File: src/rtl/spu_pkg.sv
package spu_pkg;
  typedef enum logic [1:0] {
    STEP_HOLD = 2'd0,
    STEP_DEC  = 2'd1,
    STEP_INC  = 2'd2
  } step_e;
endpackage

File: src/rtl/spu_step.sv
module spu_step #(
  parameter int AW = 16,
  parameter int LW = 8
) (
  input  logic [AW-1:0]    ptr_i,
  input  spu_pkg::step_e   op_i,
  input  logic             wide_i,
  output logic [AW-1:0]    ptr_o
);
  logic [AW-1:0] full_v;
  logic [LW-1:0] low_v;

  always_comb begin
    full_v = ptr_i;
    low_v  = ptr_i[LW-1:0];
    if (op_i == spu_pkg::STEP_DEC) begin
      full_v = ptr_i - AW'(1);
      low_v  = ptr_i[LW-1:0] - LW'(1);
    end else if (op_i == spu_pkg::STEP_INC) begin
      full_v = ptr_i + AW'(1);
      low_v  = ptr_i[LW-1:0] + LW'(1);
    end
    ptr_o = wide_i ? full_v : {ptr_i[AW-1:LW], low_v};
  end
endmodule

File: src/rtl/spu_mode_ctl.sv
module spu_mode_ctl #(
  parameter int   LAT      = 2,
  parameter logic RST_MODE = 1'b0
) (
  input  logic clk,
  input  logic rst,
  input  logic set_i,
  input  logic clr_i,
  output logic wide_o,
  output logic clash_o
);
  localparam int STAGES = (LAT < 2) ? 1 : LAT - 1;

  logic [STAGES-1:0] pend_v;
  logic [STAGES-1:0] pend_d;
  logic              wide_q;

  assign clash_o = set_i & clr_i;
  assign wide_o  = wide_q;

  always_ff @(posedge clk) begin
    if (rst) begin
      pend_v <= '0;
      pend_d <= '0;
      wide_q <= RST_MODE;
    end else begin
      pend_v[0] <= set_i ^ clr_i;
      pend_d[0] <= set_i;
      for (int i = 1; i < STAGES; i++) begin
        pend_v[i] <= pend_v[i-1];
        pend_d[i] <= pend_d[i-1];
      end
      if (pend_v[STAGES-1]) wide_q <= pend_d[STAGES-1];
    end
  end
endmodule

File: src/rtl/spu_stack_ptr.sv
module spu_stack_ptr #(
  parameter int          AW       = 16,
  parameter int          LW       = 8,
  parameter int          MODE_LAT = 2,
  parameter logic [15:0] RST_PTR  = 16'h01FF
) (
  input  logic          clk,
  input  logic          rst,
  input  logic          push_i,
  input  logic          pull_i,
  input  logic          ld_lo_i,
  input  logic          ld_hi_i,
  input  logic          wide_set_i,
  input  logic          wide_clr_i,
  input  logic [LW-1:0] x_in,
  input  logic [LW-1:0] y_in,
  output logic [AW-1:0] sp_addr,
  output logic          stack_wide,
  output logic          err
);
  localparam int HW = AW - LW;

  logic [AW-1:0]  sp_q;
  logic [AW-1:0]  stepped;
  logic [AW-1:0]  sp_n;
  logic           step_clash;
  logic           mode_clash;
  logic           err_q;
  spu_pkg::step_e op;

  assign step_clash = push_i & pull_i;

  always_comb begin
    op = spu_pkg::STEP_HOLD;
    if (!(ld_lo_i | ld_hi_i) && (push_i ^ pull_i))
      op = push_i ? spu_pkg::STEP_DEC : spu_pkg::STEP_INC;
  end

  spu_mode_ctl #(.LAT(MODE_LAT), .RST_MODE(1'b0)) u_mode (
    .clk(clk), .rst(rst), .set_i(wide_set_i), .clr_i(wide_clr_i),
    .wide_o(stack_wide), .clash_o(mode_clash)
  );

  spu_step #(.AW(AW), .LW(LW)) u_step (
    .ptr_i(sp_q), .op_i(op), .wide_i(stack_wide), .ptr_o(stepped)
  );

  always_comb begin
    sp_n = stepped;
    if (ld_lo_i) sp_n[LW-1:0]  = x_in;
    if (ld_hi_i) sp_n[AW-1:LW] = y_in[HW-1:0];
  end

  always_ff @(posedge clk) begin
    if (rst) begin
      sp_q  <= AW'(RST_PTR);
      err_q <= 1'b0;
    end else begin
      sp_q  <= sp_n;
      err_q <= step_clash | mode_clash;
    end
  end

  assign sp_addr = sp_q;
  assign err     = err_q;
endmodule

File: config.mk
export PLATFORM = sky130hd
export DESIGN_NAME = spu_stack_ptr
export DESIGN_NICKNAME = d
export VERILOG_FILES = /design/src/rtl/spu_pkg.sv /design/src/rtl/spu_step.sv /design/src/rtl/spu_mode_ctl.sv /design/src/rtl/spu_stack_ptr.sv
export SDC_FILE = /design/constraint.sdc
export NUM_CORES = 1
export LEC_CHECK = 0
export CAP_MARGIN = 20
export CELL_PAD_IN_SITES_DETAIL_PLACEMENT = 0
export CELL_PAD_IN_SITES_GLOBAL_PLACEMENT = 1
export CORE_MARGIN = 2
export CORE_UTILIZATION = 40
export CTS_CLUSTER_DIAMETER = 40
export DETAILED_ROUTE_END_ITERATION = 16
export GPL_TIMING_DRIVEN = 0
export MAX_ROUTING_LAYER = met4
export PLACE_DENSITY_LB_ADDON = 0.1
export SETUP_SLACK_MARGIN = 0.5
export SLEW_MARGIN = 10
export SYNTH_ARGS = -nofsm -noshare
export SYNTH_HDL_FRONTEND = slang
export SYNTH_SLANG_ARGS = --single-unit
File: constraint.sdc
create_clock -name clk -period 8.6 [get_ports clk]
set_clock_uncertainty 0.2 [all_clocks]
set_input_delay 2.58 -clock clk [delete_from_list [all_inputs] [get_ports clk]]
set_output_delay 2.58 -clock clk [all_outputs]
set_load 0.01 [all_outputs]
==> metrics.txt <==
# TYPE chip_impl_metric gauge
chip_impl_info{name="run_status",value="finished, final reports clean"} 1
chip_impl_metric{name="clock_latency",unit="ns"} 0.26
chip_impl_metric{name="cts_sinks",unit=""} 20
chip_impl_metric{name="first_pass_grt_wire_length",unit="mm"} 8.825
chip_impl_metric{name="rows",unit=""} 24
chip_impl_info{name="commonest_non_fill_non_tap_cell_in_the_layout",value="sky130_fd_sc_hd__clkdlybuf4s50_1"} 1
chip_impl_metric{name="number_of_fillers_in_the_final_layout",unit=""} 445
chip_impl_info{name="clock-root-buffer",value="sky130_fd_sc_hd__clkbuf_8"} 1
chip_impl_metric{name="async_flop_share",unit="%"} 0
chip_impl_metric{name="detail-route-antenna-nets",unit=""} 0
chip_impl_info{name="critical_path.most_common_cell",value="sky130_fd_sc_hd__ha_1"} 1
chip_impl_metric{name="grt_overflow",unit=""} 0
chip_impl_metric{name="post_cts_resized",unit=""} 0
chip_impl_metric{name="number_of_instances_in_the_synthesized_netlist",unit=""} 219
chip_impl_info{name="first_element_of_the_critical_path",value="push_i"} 1
chip_impl_info{name="worst_setup_path_start_kind",value="input port"} 1
chip_impl_metric{name="cts_setup_buffers",unit=""} 0
chip_impl_metric{name="totalWireLength",unit="mm"} 5.014
chip_impl_info{name="post_synth_main_area_contributors",value="sky130_fd_sc_hd__dfxtp_1 22%, sky130_fd_sc_hd__buf_6 6.2%, sky130_fd_sc_hd__ha_1 3.4%, sky130_fd_sc_hd__a21oi_1 3.3%, sky130_fd_sc_hd__nand2_1 3.1%"} 1
chip_impl_metric{name="fin_cells",unit=""} 315
chip_impl_metric{name="postSynthRegisterBits",unit=""} 20
chip_impl_metric{name="timing_max_transition_violations_final",unit=""} 0
chip_impl_metric{name="post-route-drc-count",unit=""} 0
chip_impl_metric{name="final_core_util",unit="%"} 53.42
chip_impl_metric{name="crit_path_max_fanout",unit=""} 10
chip_impl_metric{name="fin_setup_tns",unit="ns"} 0
chip_impl_info{name="crit_path_cell_trace",value="clkdlybuf4s50_1 -> ha_1 -> nand4bb_4 -> buf_2 -> xnor2_1 -> ha_1 -> nand2_4 -> nor4_2 -> a32oi_1 -> or3_1 -> a311oi_1"} 1
chip_impl_metric{name="ys_warn_count",unit=""} 0
chip_impl_info{name="worstHoldPathType",value="reg -> reg"} 1
chip_impl_metric{name="worst_ep_required_time",unit="ns"} 8.58
chip_impl_metric{name="timing.critical_path.slowest_cell_delay",unit="ns"} 0.49
chip_impl_metric{name="synth.yosys.seq_area_share",unit="%"} 21.98
chip_impl_info{name="cpLargestDelayFamily",value="simple AND/OR/NAND/NOR gates"} 1
chip_impl_metric{name="hold-worst-slack",unit="ns"} 0.2823
chip_impl_metric{name="antenna-diode-count",unit=""} 0
chip_impl_metric{name="synth_enable_flop_cells",unit=""} 0
chip_impl_metric{name="rr_worst_depth",unit=""} 8
chip_impl_metric{name="final_period_minus_worst_setup_slack",unit="ns"} 5.634
chip_impl_metric{name="fmaxAchievable",unit="MHz"} 177.5
chip_impl_metric{name="worst_pin_slew",unit="ns"} 0.5830
chip_impl_metric{name="globalplace.congestion",unit=""} 0.9343
chip_impl_metric{name="max_cap_viol_count",unit=""} 0
chip_impl_metric{name="critical_path.n_buffers_inverters",unit=""} 2
chip_impl_metric{name="worst_setup_hold_path_clk_slew",unit="ns"} 0.08
chip_impl_metric{name="first_global_vias",unit=""} 1768
chip_impl_metric{name="wire_per_inst",unit="microns"} 15.92
chip_impl_info{name="cts_tree",value="built"} 1
chip_impl_metric{name="fraction_of_layout_instances_using_a_drive_strength_above_1",unit="%"} 14.45
chip_impl_metric{name="first_iteration_detailed_routing_drc_count",unit=""} 86
chip_impl_metric{name="dp_hpwl",unit="mm"} 3.749
chip_impl_metric{name="io_buffer_count",unit=""} 40
chip_impl_metric{name="vdd_drop_max",unit="mV"} 0.07105
chip_impl_info{name="rsz0062_at_grt",value="no"} 1
chip_impl_metric{name="regToRegSetupSlack",unit="ns"} 5.97
chip_impl_metric{name="fp.coreArea",unit="sq um"} 4384
chip_impl_metric{name="vias_per_cell",unit=""} 5.765
chip_impl_metric{name="grt_antenna_before_repair",unit=""} 0
chip_impl_info{name="synth.largest_area_cell",value="sky130_fd_sc_hd__dfxtp_1"} 1
chip_impl_metric{name="initial_utilization",unit="%"} 41.55
chip_impl_info{name="rr_startpoint",value="sp_addr[1]"} 1
chip_impl_info{name="path_class",value="in -> reg"} 1
chip_impl_metric{name="dpl.cell_count",unit=""} 311
chip_impl_metric{name="cp.arrival",unit="ns"} 5.61
chip_impl_metric{name="crit_cells",unit=""} 11
chip_impl_metric{name="post-route-period-util",unit="%"} 65.51
chip_impl_metric{name="syn_nets",unit=""} 248
chip_impl_metric{name="total_power",unit="W"} 0.0002817
chip_impl_metric{name="cts_max_path_buffers",unit=""} 2
chip_impl_metric{name="p_per_area",unit="nW/um^2"} 120.3
chip_impl_info{name="worstSetupEndpointType",value="register"} 1
chip_impl_metric{name="slew_headroom",unit="%"} 60.83
chip_impl_metric{name="final_nets",unit=""} 293
chip_impl_info{name="cp_slowest_cell",value="sky130_fd_sc_hd__clkdlybuf4s50_1"} 1
chip_impl_info{name="capture_point_of_the_critical_path",value="sp_addr[10]"} 1
chip_impl_metric{name="io-pin-count",unit=""} 42
chip_impl_metric{name="synth_area_per_cell",unit="sq um"} 8.318
chip_impl_metric{name="total_leakage_power",unit="nW"} 0.8395
chip_impl_info{name="r2r_path_end",value="sp_addr[10]"} 1
chip_impl_metric{name="syn_area",unit="sq um"} 1822
chip_impl_info{name="layout_common_cells",value="40 x sky130_fd_sc_hd__clkdlybuf4s50_1, 20 x sky130_fd_sc_hd__dfxtp_1, 15 x sky130_fd_sc_hd__nand2_1"} 1
chip_impl_metric{name="grt_max_degree",unit=""} 12
chip_impl_metric{name="global_route.usage.total",unit="%"} 22.30
chip_impl_metric{name="syn2layout_area_growth",unit="%"} 28.57
chip_impl_metric{name="finalSetupViolations",unit=""} 0
chip_impl_metric{name="cts_hold_repair.buffers",unit=""} 0
chip_impl_metric{name="cts-buffers-inserted",unit=""} 3
chip_impl_metric{name="hold_violations",unit=""} 0
chip_impl_metric{name="detail_route.first_pass.iterations",unit=""} 4
chip_impl_metric{name="dr_total_vias",unit=""} 1816
chip_impl_metric{name="post_synth_num_cell_types",unit=""} 64
chip_impl_metric{name="die_y_extent",unit="microns"} 71.49
chip_impl_metric{name="design.die.area",unit="sq um"} 5110
chip_impl_metric{name="synth_top_area_share",unit="%"} 21.98
chip_impl_metric{name="dieWidth",unit="microns"} 71.49
chip_impl_metric{name="ctsHtreeMaxLevel",unit=""} 1
chip_impl_info{name="synth_flop_cell",value="sky130_fd_sc_hd__dfxtp_1"} 1
-- layer usage --
layer	share of wire [%]	GRT usage, %	up-vias	routed length, microns
li1	-	-	922	-
met1	47	30.94	829	2367
met2	45	33.44	53	2236
met3	5.7	4.501	12	284
met4	2.5	5.241	0	125
met5	0	-	-	0
-- how the worst min path moves through the flow --
stage | cells after the start | start | slack (ns) | end
finish | 2 | u_mode.pend_d | 0.28 | u_mode.wide_o
global route | 2 | u_mode.pend_d | 0.33 | u_mode.wide_o
CTS | 2 | u_mode.pend_d | 0.29 | u_mode.wide_o
detailed placement | 2 | u_mode.pend_d | 0.27 | u_mode.wide_o
global placement | 2 | u_mode.pend_d | 0.25 | u_mode.wide_o
floorplan | 2 | u_mode.pend_d | 0.24 | u_mode.wide_o
-- flip-flops by register name (all words and copies together), names as in the netlist --
| name | cells |
|---|---|
| u_mode.pend_d | 1 |
| err | 1 |
| u_mode.pend_v | 1 |
| u_mode.wide_o | 1 |
| sp_addr | 16 |
-- through the flow --
| step | cell area (sq um) | worst slack (ns) |
|---|---|---|
| floorplan | 1822 | 3.562 |
| global placement | 2287 | 2.710 |
| detailed placement | 2287 | 2.741 |
| CTS | 2342 | 2.981 |
| global route | 2342 | 2.725 |
| finish | 2342 | 2.966 |
-- cell families (layout without fill, tap and decap cells) --
family	Yosys count	count (layout)	share of synthesized area (%)
AOI/OAI and AO/OA	51	51	20.26
xor gates and xnor gates	8	8	3.846
adders and majority gates	5	5	3.434
buffers and inverters	26	70	10.44
DFF	20	20	21.98
muxes	6	6	3.365
and+or+nand+nor	103	103	36.67
-- area by class of cell --
class,instances,area [sq um],area share [%]
buffer,19,158.9,6.784
timing repair buffer,40,400.4,17.09
multi-input combinational,173,1231,52.56
tap,52,65.06,2.778
sequential,20,400.4,17.09
clock buffer,4,55.05,2.350
inverter,7,31.28,1.335
-- cells in the mapped netlist, types with 2 or more instances --
| master | n |
|---|---|
| sky130_fd_sc_hd__and4b_1 | 2 |
| sky130_fd_sc_hd__nor4_2 | 2 |
| sky130_fd_sc_hd__o21ai_0 | 7 |
| sky130_fd_sc_hd__dfxtp_1 | 20 |
| sky130_fd_sc_hd__or3_1 | 5 |
| sky130_fd_sc_hd__o32ai_1 | 2 |
| sky130_fd_sc_hd__mux2i_1 | 5 |
| sky130_fd_sc_hd__ha_1 | 5 |
| sky130_fd_sc_hd__a21oi_1 | 12 |
| sky130_fd_sc_hd__nor2b_1 | 6 |
| sky130_fd_sc_hd__nand4_1 | 7 |
| sky130_fd_sc_hd__nor4_1 | 7 |
| sky130_fd_sc_hd__nand3_1 | 7 |
| sky130_fd_sc_hd__o211ai_1 | 3 |
| sky130_fd_sc_hd__clkbuf_1 | 5 |
| sky130_fd_sc_hd__a21o_1 | 3 |
| sky130_fd_sc_hd__or4_1 | 2 |
| sky130_fd_sc_hd__or3_2 | 2 |
| sky130_fd_sc_hd__and3_1 | 4 |
| sky130_fd_sc_hd__or3_4 | 2 |
| sky130_fd_sc_hd__nor3b_1 | 3 |
| sky130_fd_sc_hd__nand2b_1 | 4 |
| sky130_fd_sc_hd__o21a_1 | 2 |
| sky130_fd_sc_hd__a31oi_1 | 2 |
| sky130_fd_sc_hd__inv_1 | 5 |
| sky130_fd_sc_hd__nor3_1 | 9 |
| sky130_fd_sc_hd__xor2_1 | 3 |
| sky130_fd_sc_hd__nor3_2 | 3 |
| sky130_fd_sc_hd__nor2_1 | 11 |
| sky130_fd_sc_hd__o2111ai_1 | 2 |
| sky130_fd_sc_hd__buf_4 | 3 |
| sky130_fd_sc_hd__a211oi_2 | 2 |
| sky130_fd_sc_hd__buf_6 | 10 |
| sky130_fd_sc_hd__o311a_1 | 2 |
| sky130_fd_sc_hd__or2b_1 | 2 |
| sky130_fd_sc_hd__nand2_1 | 15 |
| sky130_fd_sc_hd__xnor2_1 | 5 |
| sky130_fd_sc_hd__o31ai_1 | 2 |
-- worst reg2reg max path, delay by kind of cell, from the launching register on --
family	cells	cell delay (ns)
flops	1	0.45
simple gates	3	0.75
buf+inv	1	0.22
xor+xnor	1	0.13
fa+ha+maj	1	0.41
compound gates	2	0.40
-- power by group --
part	internal, W	switching, W
registers	0.0000991	0.00000799
logic	0.0000486	0.0000488
clock network	0.0000409	0.0000363
No activity file was read; power rests on OpenSTA's default activity.
